==> src/rtl/acg_pkg.sv <==
package acg_pkg;
  localparam int CFG_W    = 32;
  localparam int EN_POS   = 31;
  localparam int OVR_POS  = 29;
  localparam int POL_POS  = 19;
  localparam int FDIV_LSB = 17;
  localparam int BDIV_POS = 16;

  typedef struct packed {
    logic       en;
    logic       pol;
    logic [1:0] fsel;
    logic       bsel;
  } acg_mode_t;

  // master cycles per bit-clock half period
  function automatic int unsigned bclk_half(input logic bsel,
                                            input int unsigned fast_half,
                                            input int unsigned slow_half);
    return bsel ? slow_half : fast_half;
  endfunction

  // bit-clock periods per frame half
  function automatic int unsigned lr_half(input logic [1:0] code,
                                          input int unsigned base_half);
    return base_half << code;
  endfunction

  function automatic logic lr_code_ok(input logic [1:0] code,
                                      input int unsigned ncodes);
    return int'(code) < int'(ncodes);
  endfunction
endpackage

==> src/rtl/acg_mode_sel.sv <==
module acg_mode_sel
  import acg_pkg::*;
(
  input  logic [CFG_W-1:0] cfg_word,
  input  logic [4:0]       iface_mode,
  output acg_mode_t        eff
);
  acg_mode_t from_cfg;
  acg_mode_t from_if;

  always_comb begin
    from_cfg.en   = cfg_word[EN_POS];
    from_cfg.pol  = cfg_word[POL_POS];
    from_cfg.fsel = cfg_word[FDIV_LSB +: 2];
    from_cfg.bsel = cfg_word[BDIV_POS];
    from_if       = acg_mode_t'(iface_mode);
    eff           = cfg_word[OVR_POS] ? from_cfg : from_if;
  end
endmodule

==> src/rtl/acg_bclk_div.sv <==
module acg_bclk_div
  import acg_pkg::*;
#(
  parameter int unsigned FAST_HALF = 1,
  parameter int unsigned SLOW_HALF = 2
) (
  input  logic clk,
  input  logic rst_n,
  input  logic en,
  input  logic bsel,
  output logic tick_now,
  output logic bclk,
  output logic bclk_tgl
);
  localparam int CW = $clog2(SLOW_HALF + 1);

  logic [CW-1:0] cnt;
  logic [CW-1:0] half_m1;

  assign half_m1  = CW'(bclk_half(bsel, FAST_HALF, SLOW_HALF) - 1);
  assign tick_now = en && (cnt >= half_m1);

  always_ff @(posedge clk or negedge rst_n) begin
    if (!rst_n) begin
      cnt      <= '0;
      bclk     <= 1'b0;
      bclk_tgl <= 1'b0;
    end else if (!en) begin
      cnt      <= '0;
      bclk     <= 1'b0;
      bclk_tgl <= 1'b0;
    end else if (tick_now) begin
      cnt      <= '0;
      bclk     <= ~bclk;
      bclk_tgl <= 1'b1;
    end else begin
      cnt      <= cnt + 1'b1;
      bclk_tgl <= 1'b0;
    end
  end
endmodule

==> src/rtl/acg_lrclk_div.sv <==
module acg_lrclk_div
  import acg_pkg::*;
#(
  parameter int unsigned BASE_HALF = 16,
  parameter int unsigned CODES     = 3
) (
  input  logic       clk,
  input  logic       rst_n,
  input  logic       en,
  input  logic       pol,
  input  logic [1:0] fsel,
  input  logic       btick,
  input  logic       bclk_cur,
  output logic       frame_now,
  output logic       lrclk,
  output logic       lrclk_tgl
);
  localparam int unsigned MAX_HALF = BASE_HALF << (CODES - 1);
  localparam int CW = $clog2(MAX_HALF);

  logic [CW-1:0] cnt;
  logic [CW-1:0] half_m1;
  logic          legal;
  logic          sel_edge;
  logic          run;

  assign legal     = lr_code_ok(fsel, CODES);
  assign half_m1   = CW'(lr_half(fsel, BASE_HALF) - 1);
  // bclk high now and toggling means a falling edge
  assign sel_edge  = btick && (pol ? bclk_cur : !bclk_cur);
  assign run       = en && legal;
  assign frame_now = run && sel_edge && (cnt >= half_m1);

  always_ff @(posedge clk or negedge rst_n) begin
    if (!rst_n) begin
      cnt       <= '0;
      lrclk     <= 1'b0;
      lrclk_tgl <= 1'b0;
    end else if (!run) begin
      cnt       <= '0;
      lrclk     <= 1'b0;
      lrclk_tgl <= 1'b0;
    end else if (frame_now) begin
      cnt       <= '0;
      lrclk     <= ~lrclk;
      lrclk_tgl <= 1'b1;
    end else begin
      if (sel_edge) cnt <= cnt + 1'b1;
      lrclk_tgl <= 1'b0;
    end
  end
endmodule

==> src/rtl/acg_audio_clkgen.sv <==
module acg_audio_clkgen
  import acg_pkg::*;
#(
  parameter int unsigned BCLK_FAST_HALF = 1,
  parameter int unsigned BCLK_SLOW_HALF = 2,
  parameter int unsigned LR_BASE_HALF   = 16,
  parameter int unsigned LR_CODES       = 3
) (
  input  logic             clk,
  input  logic             rst_n,
  input  logic [CFG_W-1:0] cfg_word,
  input  logic [4:0]       iface_mode,
  output logic             bclk,
  output logic             bclk_tgl,
  output logic             lrclk,
  output logic             lrclk_tgl
);
  acg_mode_t  eff;
  logic       eff_en;
  logic       eff_pol;
  logic [1:0] eff_fsel;
  logic       eff_bsel;
  logic       btick;
  logic       frame_now;

  acg_mode_sel u_sel (
    .cfg_word  (cfg_word),
    .iface_mode(iface_mode),
    .eff       (eff)
  );

  assign eff_en   = eff.en;
  assign eff_pol  = eff.pol;
  assign eff_fsel = eff.fsel;
  assign eff_bsel = eff.bsel;

  acg_bclk_div #(
    .FAST_HALF(BCLK_FAST_HALF),
    .SLOW_HALF(BCLK_SLOW_HALF)
  ) u_bdiv (
    .clk     (clk),
    .rst_n   (rst_n),
    .en      (eff_en),
    .bsel    (eff_bsel),
    .tick_now(btick),
    .bclk    (bclk),
    .bclk_tgl(bclk_tgl)
  );

  acg_lrclk_div #(
    .BASE_HALF(LR_BASE_HALF),
    .CODES    (LR_CODES)
  ) u_lrdiv (
    .clk      (clk),
    .rst_n    (rst_n),
    .en       (eff_en),
    .pol      (eff_pol),
    .fsel     (eff_fsel),
    .btick    (btick),
    .bclk_cur (bclk),
    .frame_now(frame_now),
    .lrclk    (lrclk),
    .lrclk_tgl(lrclk_tgl)
  );
endmodule

==> config.mk <==
export PLATFORM = sky130hd
export DESIGN_NAME = acg_audio_clkgen
export DESIGN_NICKNAME = d
export VERILOG_FILES = /design/src/rtl/acg_pkg.sv /design/src/rtl/acg_mode_sel.sv /design/src/rtl/acg_bclk_div.sv /design/src/rtl/acg_lrclk_div.sv /design/src/rtl/acg_audio_clkgen.sv
export SDC_FILE = /design/constraint.sdc
export NUM_CORES = 1
export LEC_CHECK = 0
export ABC_CLOCK_PERIOD_IN_PS = 2200
export CAP_MARGIN = 25
export CORE_AREA = 2 2 68 54
export CTS_BUF_LIST = sky130_fd_sc_hd__clkbuf_8 sky130_fd_sc_hd__clkbuf_16
export DETAILED_ROUTE_END_ITERATION = 7
export DIE_AREA = 0 0 70 56
export HOLD_SLACK_MARGIN = 0.12
export PLACE_DENSITY = 0.54
export SLEW_MARGIN = 20
export SYNTH_ARGS = -nofsm -noshare
export SYNTH_HDL_FRONTEND = slang
export SYNTH_SLANG_ARGS = --single-unit
==> constraint.sdc <==
create_clock -name clk -period 2.2 [get_ports clk]
set_clock_uncertainty 0.1 [all_clocks]
set_input_delay 0.44 -clock clk [delete_from_list [all_inputs] [get_ports clk]]
set_output_delay 0.44 -clock clk [all_outputs]
set_load 0.02 [all_outputs]
==> results.yml, run 1 <==
status:
  status: "complete, no violations"
pwr:
  ir_drop_mv: 0.234
  leakage_nw: 0.517
  pwr_density_cell_nw_per_um2: 542
  power_mw: 0.646
global_route:
  grt_overflow: 0
  grt_pass1_wl_mm: 3.25
  antenna_found_initial: 0
  grt_start_max_net_pins: 13
  grt_pass1_vias: 725
  grt_usage_pct: 10.3
drt:
  ant_nets: 0
  wire_per_inst_um: 13.2
  vias: 726
  viasPerCell: 4.94
  drtIter0Drc: 18
  wl_mm: 1.94
  drc_errors: 0
  firstDrtPassIters: 6
placement:
  place_hpwl_mm: 1.56
  place.gp.congestion: 0.841
  place.port_buffers: 16
logic_synthesis:
  ys.flop_type: "dfrtp_1"
  muxShareOfSynthArea_pct: 9.60
  syn_nets: 115
  synth_seq_cells: 12
  synth_common_cells: "dfrtp_1 (12), nand2_1 (5), a21oi_1 (4), a32o_1 (4), ha_1 (4)"
  yosys.area_share.simple_pct: 17.8
  synth_adder_area_share_pct: 6.40
  yosysWarnings: 0
  ys_seq_area_share_pct: 38.4
  synth_most_common_cell: "dfrtp_1"
  async_reset_ff_share_pct: 100
  synth_edf_count: 0
  synth_compound_area_share_pct: 21.1
  synth-xor-area-share_pct: 4.32
  syn_inst: 72
  ys_types: 37
  synth_top_family_by_area: "compound AO/OA/AOI/OAI gates"
  synthTopCellsByArea: "dfrtp_1 (38%), ha_1 (6.4%), a32o_1 (5.1%)"
  synth_top_area_share_pct: 38.4
  netlist_area_um2: 782
  syn_avg_cell_area_um2: 10.9
  yosys.area.top_type: "dfrtp_1"
floorplanning:
  chipHeight_um: 56
  core-area_um2: 3200
  num_io_pins: 43
  placementRows: 18
  die_area_um2: 3920
  die_width_um: 70
  start_util_pct: 24.5
cells_and_area:
  num_antenna_cells: 0
  drive_gt1_share_pct: 34.6
  area_delta_synth_final_pct: 52.5
  nets: 152
critical_path:
  end_kind: "flop"
  rr_endpoint: "u_lrdiv.cnt[5]$_DFFE_PN0P_"
  cp_max_fo: 6
  required_ns: 2.24
  reg2reg_from: "u_lrdiv.cnt[0]$_DFFE_PN0P_"
  critPathKind: "in -> reg"
  worstRegToRegCells: 5
  rrSetupSlack_ns: 0.29
  cp.arrival_ns: 2.16
  start_kind: "input port"
min_path:
  hold_path_class: "reg -> reg"
  holdPathStages: 1
  holdPathEnd: "u_bdiv.cnt[0]$_DFF_PN0_"
  hp-start: "u_bdiv.cnt[0]$_DFF_PN0_"
sta:
  clock.fmax_mhz: 471
  finalSetupViolations: 0
  finalHoldViolCount: 0
  tightest_slew_ns: 0.566
  relSlewSlack_pct: 62.2
  slew_viol_final: 0
  final.min_clock_period_ns: 2.12
  period_share_pct: 96.6
  fin_tns_setup_ns: 0
clocking:
  numCtsBuffers: 3
  root_buffer: "clkbuf_8"
  clock_path_buffers: 2
  clkLatencyLatePin_ns: 0.24
  ctsHoldBuffers: 0
  cts_tree: "yes"
  htree_num_levels: 1
  cts_sinks: 12
  path_clk_slew_ns: 0.05
job:
  cap_violations: 0
-- critical path, stage by stage --
cell and delay, ns:
clkdlybuf4s50_1 0.39, mux2_2 0.28, ha_4 0.28, nor3b_4 0.04, nand2b_4 0.16, inv_4 0.05
buf_4 0.13, nand2_2 0.09, o41ai_2 0.30
-- cell families after synthesis --
logic type                 after synthesis
AOI/OAI and AO/OA                       20
xor gates and xnor gates                 3
adders and majority gates                4
buffers and inverters                    3
DFF                                     12
muxes                                    6
and+or+nand+nor                         24
-- how the worst max path moves through the flow --
stage                  start                    endpoint  slack, ns  depth (start not counted)
6_report        cfg_word[16]   u_lrdiv.lrclk$_DFFE_PN0P_       0.08                          9
5_1_grt        iface_mode[0]   u_lrdiv.lrclk$_DFFE_PN0P_      -0.02                          9
4_1_cts         cfg_word[16]   u_lrdiv.lrclk$_DFFE_PN0P_       0.02                          9
3_5_place_dp    cfg_word[29]  u_lrdiv.cnt[5]$_DFFE_PN0P_      -0.62                          7
3_3_place_gp    cfg_word[29]  u_lrdiv.cnt[3]$_DFFE_PN0P_      -0.53                          9
2_1_floorplan   cfg_word[29]  u_lrdiv.cnt[5]$_DFFE_PN0P_      -0.02                          7
-- state kept, by name, indices dropped and copies added (netlist names) --
signal,count
u_lrdiv.cnt,6
u_bdiv.cnt,2
u_bdiv.bclk,1
u_bdiv.bclk_tgl,1
u_lrdiv.lrclk,1
u_lrdiv.lrclk_tgl,1
-- power by group --
group | internal, mW | switching [mW]
clock | 0.121 | 0.0792
sequential | 0.231 | 0.0117
combinational | 0.105 | 0.0986
total | 0.457 | 0.190
-- per-stage QoR --
step           setup slack, ns  instance area, µm²  std cells  hold slack, ns  util, %
3_5_place_dp            -0.619                1120        142           0.321     35.1
6_report                0.0750                1190        147           0.325     37.3
2_1_floorplan          -0.0242                 813         72          0.0444        -
3_3_place_gp            -0.532                1120        142           0.313     35.1
5_1_grt                -0.0211                1190        147           0.351     37.3
4_1_cts                 0.0211                1170        146           0.328     36.6
-- layer usage --
metal	track usage (%)	wire (µm)
met2	15.2	889
met5	0	0
met3	2.72	115
met1	14.6	923
met4	3.30	8
-- cell type report --
| cell class | instances | area [µm²] |
|---|---|---|
| multi-input combinational | 57 | 513 |
| inverter | 2 | 10.0 |
| timing repair buffer | 33 | 278 |
| sequential | 12 | 300 |
| tap | 40 | 50.0 |
| fill | 332 | 2010 |
| clock buffer | 3 | 41.3 |
-- layout by cell type, fill, tap and decap left out, types with 2 or more instances in the layout --
cell             Yosys  layout
buf_4                0      17
dlygate4sd2_1        0       4
o211ai_1             2       2
mux2_2               2       2
o21ai_0              2       2
nor2_1               3       3
a32o_1               4       4
mux2i_1              3       2
ha_1                 4       3
nor3b_1              3       2
nand2_1              5       5
dfrtp_1             12      12
nor3_1               2       2
clkdlybuf4s50_1      0      11
a21oi_1              4       4
clkbuf_8             0       3
-- repair_timing --
item                                   4_1_cts  5_1_grt
endpoints found under the hold margin        0        0
gates cloned                                 0        0
gates resized for setup                     11        3
pin swaps                                    3        3
buffers inserted                             1        1
setup endpoints to repair                    9        5
No activity file was read; power rests on OpenSTA's default activity.
==> inputs of run 2 (changes only) <==
--- a/config.mk
+++ b/config.mk
@@ -12,8 +12,9 @@
 export DETAILED_ROUTE_END_ITERATION = 7
 export DIE_AREA = 0 0 70 56
 export HOLD_SLACK_MARGIN = 0.12
-export PLACE_DENSITY = 0.54
+export PLACE_DENSITY_LB_ADDON = 0.08
 export SLEW_MARGIN = 20
 export SYNTH_ARGS = -nofsm -noshare
 export SYNTH_HDL_FRONTEND = slang
 export SYNTH_SLANG_ARGS = --single-unit
+export TNS_END_PERCENT = 50
==> results.yml, run 2 (synthesis results as in run 1) <==
sta:
  clock.fmax_mhz: 465
  relSlewSlack_pct: 62.8
  fin_hold_ws_ns: 0.321
  final.min_clock_period_ns: 2.15
  period_share_pct: 97.7
  finalHoldViolCount: 0
  slew_viol_final: 0
  tightest_slew_ns: 0.557
  rsz0062_at_grt: "yes"
  finalSetupViolations: 0
floorplanning:
  die_area_um2: 3920
  num_io_pins: 43
  core-area_um2: 3200
  die_width_um: 70
  start_util_pct: 24.5
  placementRows: 18
  chipHeight_um: 56
clocking:
  root_buffer: "clkbuf_8"
  htree_num_levels: 1
  clock_path_buffers: 2
  clkLatencyLatePin_ns: 0.24
  path_clk_slew_ns: 0.06
  ctsHoldBuffers: 0
  cts_tree: "yes"
  cts_sinks: 12
  numCtsBuffers: 3
critical_path:
  critPathBufInv: 2
  path_depth: 8
  critPathKind: "in -> reg"
  critical_path.slowest_cell: "clkdlybuf4s50_1"
  worstRegToRegCells: 5
  crit_family: "simple AND/OR/NAND/NOR gates"
  max_stage_delay_ns: 0.40
  cp.arrival_ns: 2.18
  end_kind: "flop"
  cp-startpoint: "iface_mode[0]"
  start_kind: "input port"
  reg2reg_from: "u_lrdiv.cnt[5]$_DFFE_PN0P_"
  required_ns: 2.23
  cp_max_fo: 4
  worstPathCellList: "clkdlybuf4s50_1 -> mux2_4 -> ha_4 -> nor3b_4 -> nand2b_4 -> inv_4 -> and3_4 -> a32o_2"
cells_and_area:
  area_delta_synth_final_pct: 56.3
  drive_gt1_share_pct: 36.4
  nets: 154
  layout_common_cells: "buf_4 (19), dfrtp_1 (12), clkdlybuf4s50_1 (11), nand2_1 (5)"
  design_area_um2: 1220
  largest_register_ff_count: 6
  num_antenna_cells: 0
  largestRegisters: "u_lrdiv.cnt (6), u_bdiv.cnt (2)"
  largest-register: "u_lrdiv.cnt"
  final_common_cell: "buf_4"
drt:
  firstDrtPassIters: 4
  wire_per_inst_um: 13.7
  ant_nets: 0
  vias: 714
  viasPerCell: 4.76
  drc_errors: 0
  wl_mm: 2.05
  drtIter0Drc: 14
pwr:
  leakage_nw: 0.536
  pwr-share-seq_pct: 34.5
  pwr_density_cell_nw_per_um2: 576
  swShare_pct: 28.1
  comb_power_share_pct: 30.9
  p_int_mw: 0.506
  clock_power_share_pct: 34.6
  ir_drop_mv: 0.336
  p_switching_mw: 0.198
global_route:
  grt_start_max_net_pins: 13
  grt_overflow: 0
  grt_pass1_wl_mm: 3.70
  grt_usage_pct: 11.9
  antenna_found_initial: 0
  grt_pass1_vias: 780
min_path:
  hold_path_class: "reg -> reg"
  holdPathStages: 1
  hp-start: "u_bdiv.cnt[0]$_DFF_PN0_"
placement:
  place_area_um2: 1140
  place.gp.congestion: 0.716
  place_hpwl_mm: 1.63
  place.port_buffers: 16
status:
  status: "complete, no violations"
job:
  cap_violations: 0
[run 2: changes by cell type in the layout (fill, tap and decap cells not counted), sizes merged]
cell,delta
buf,+2
clkbuf,+1
[run 2: what timing repair did]
item,4_1_cts,5_1_grt
pin swaps,3,2
setup endpoints to repair,9,5
gates resized for setup,9,6
buffers inserted,0,1
[run 2: power by group through the flow]
stage / clock network (mW) / registers, mW / logic, mW
after global placement: 0 / 0.246 / 0.208
after detailed placement: 0 / 0.247 / 0.208
after floorplan: 0 / 0.253 / 0.0915
after CTS: 0.251 / 0.243 / 0.212
final: 0.244 / 0.243 / 0.218
after global routing: 0.267 / 0.245 / 0.240
[run 2: worst paths after layout]
check	end	slack, ns
setup / recovery	u_lrdiv.cnt[2]$_DFFE_PN0P_	0.05
hold / removal	u_bdiv.cnt[0]$_DFF_PN0_	0.32
setup reg to reg	u_lrdiv.cnt[5]$_DFFE_PN0P_	0.32
hold reg to reg	u_bdiv.cnt[0]$_DFF_PN0_	0.32
max in group asynchronous	u_lrdiv.lrclk_tgl$_DFF_PN0_	1.17
min in group asynchronous	u_lrdiv.cnt[1]$_DFFE_PN0P_	0.46
[run 2: metal layers]
layer  part of all wire, %  track usage (%)  up-vias
met5                     0                0        -
met4                  0.58             2.75        0
met3                   6.2             2.90        2
met2                    41             17.8       20
met1                    52             17.1      337
li1                      -                -      355
[run 2: metrics by stage]
| step | setup WS (ns) | cells | setup TNS, ns | util [%] | total power, mW |
|---|---|---|---|---|---|
| floorplan | -0.0242 | 72 | -0.0242 | - | 0.345 |
| global placement | -0.554 | 145 | -4.51 | 35.8 | 0.454 |
| detailed placement | -0.596 | 145 | -4.80 | 35.8 | 0.454 |
| CTS | 0.00106 | 149 | 0 | 37.8 | 0.705 |
| global route | 0.000391 | 150 | 0 | 38.2 | 0.753 |
| finish | 0.0508 | 150 | 0 | 38.2 | 0.705 |
[run 2: area by class of cell]
cell class	count	area (µm²)
well taps	40	50.0
flip-flops and latches	12	300
clock buffers	4	55.1
fillers	331	1980
inverters	2	10.0
multi-input cells	57	514
repair buffers	35	293
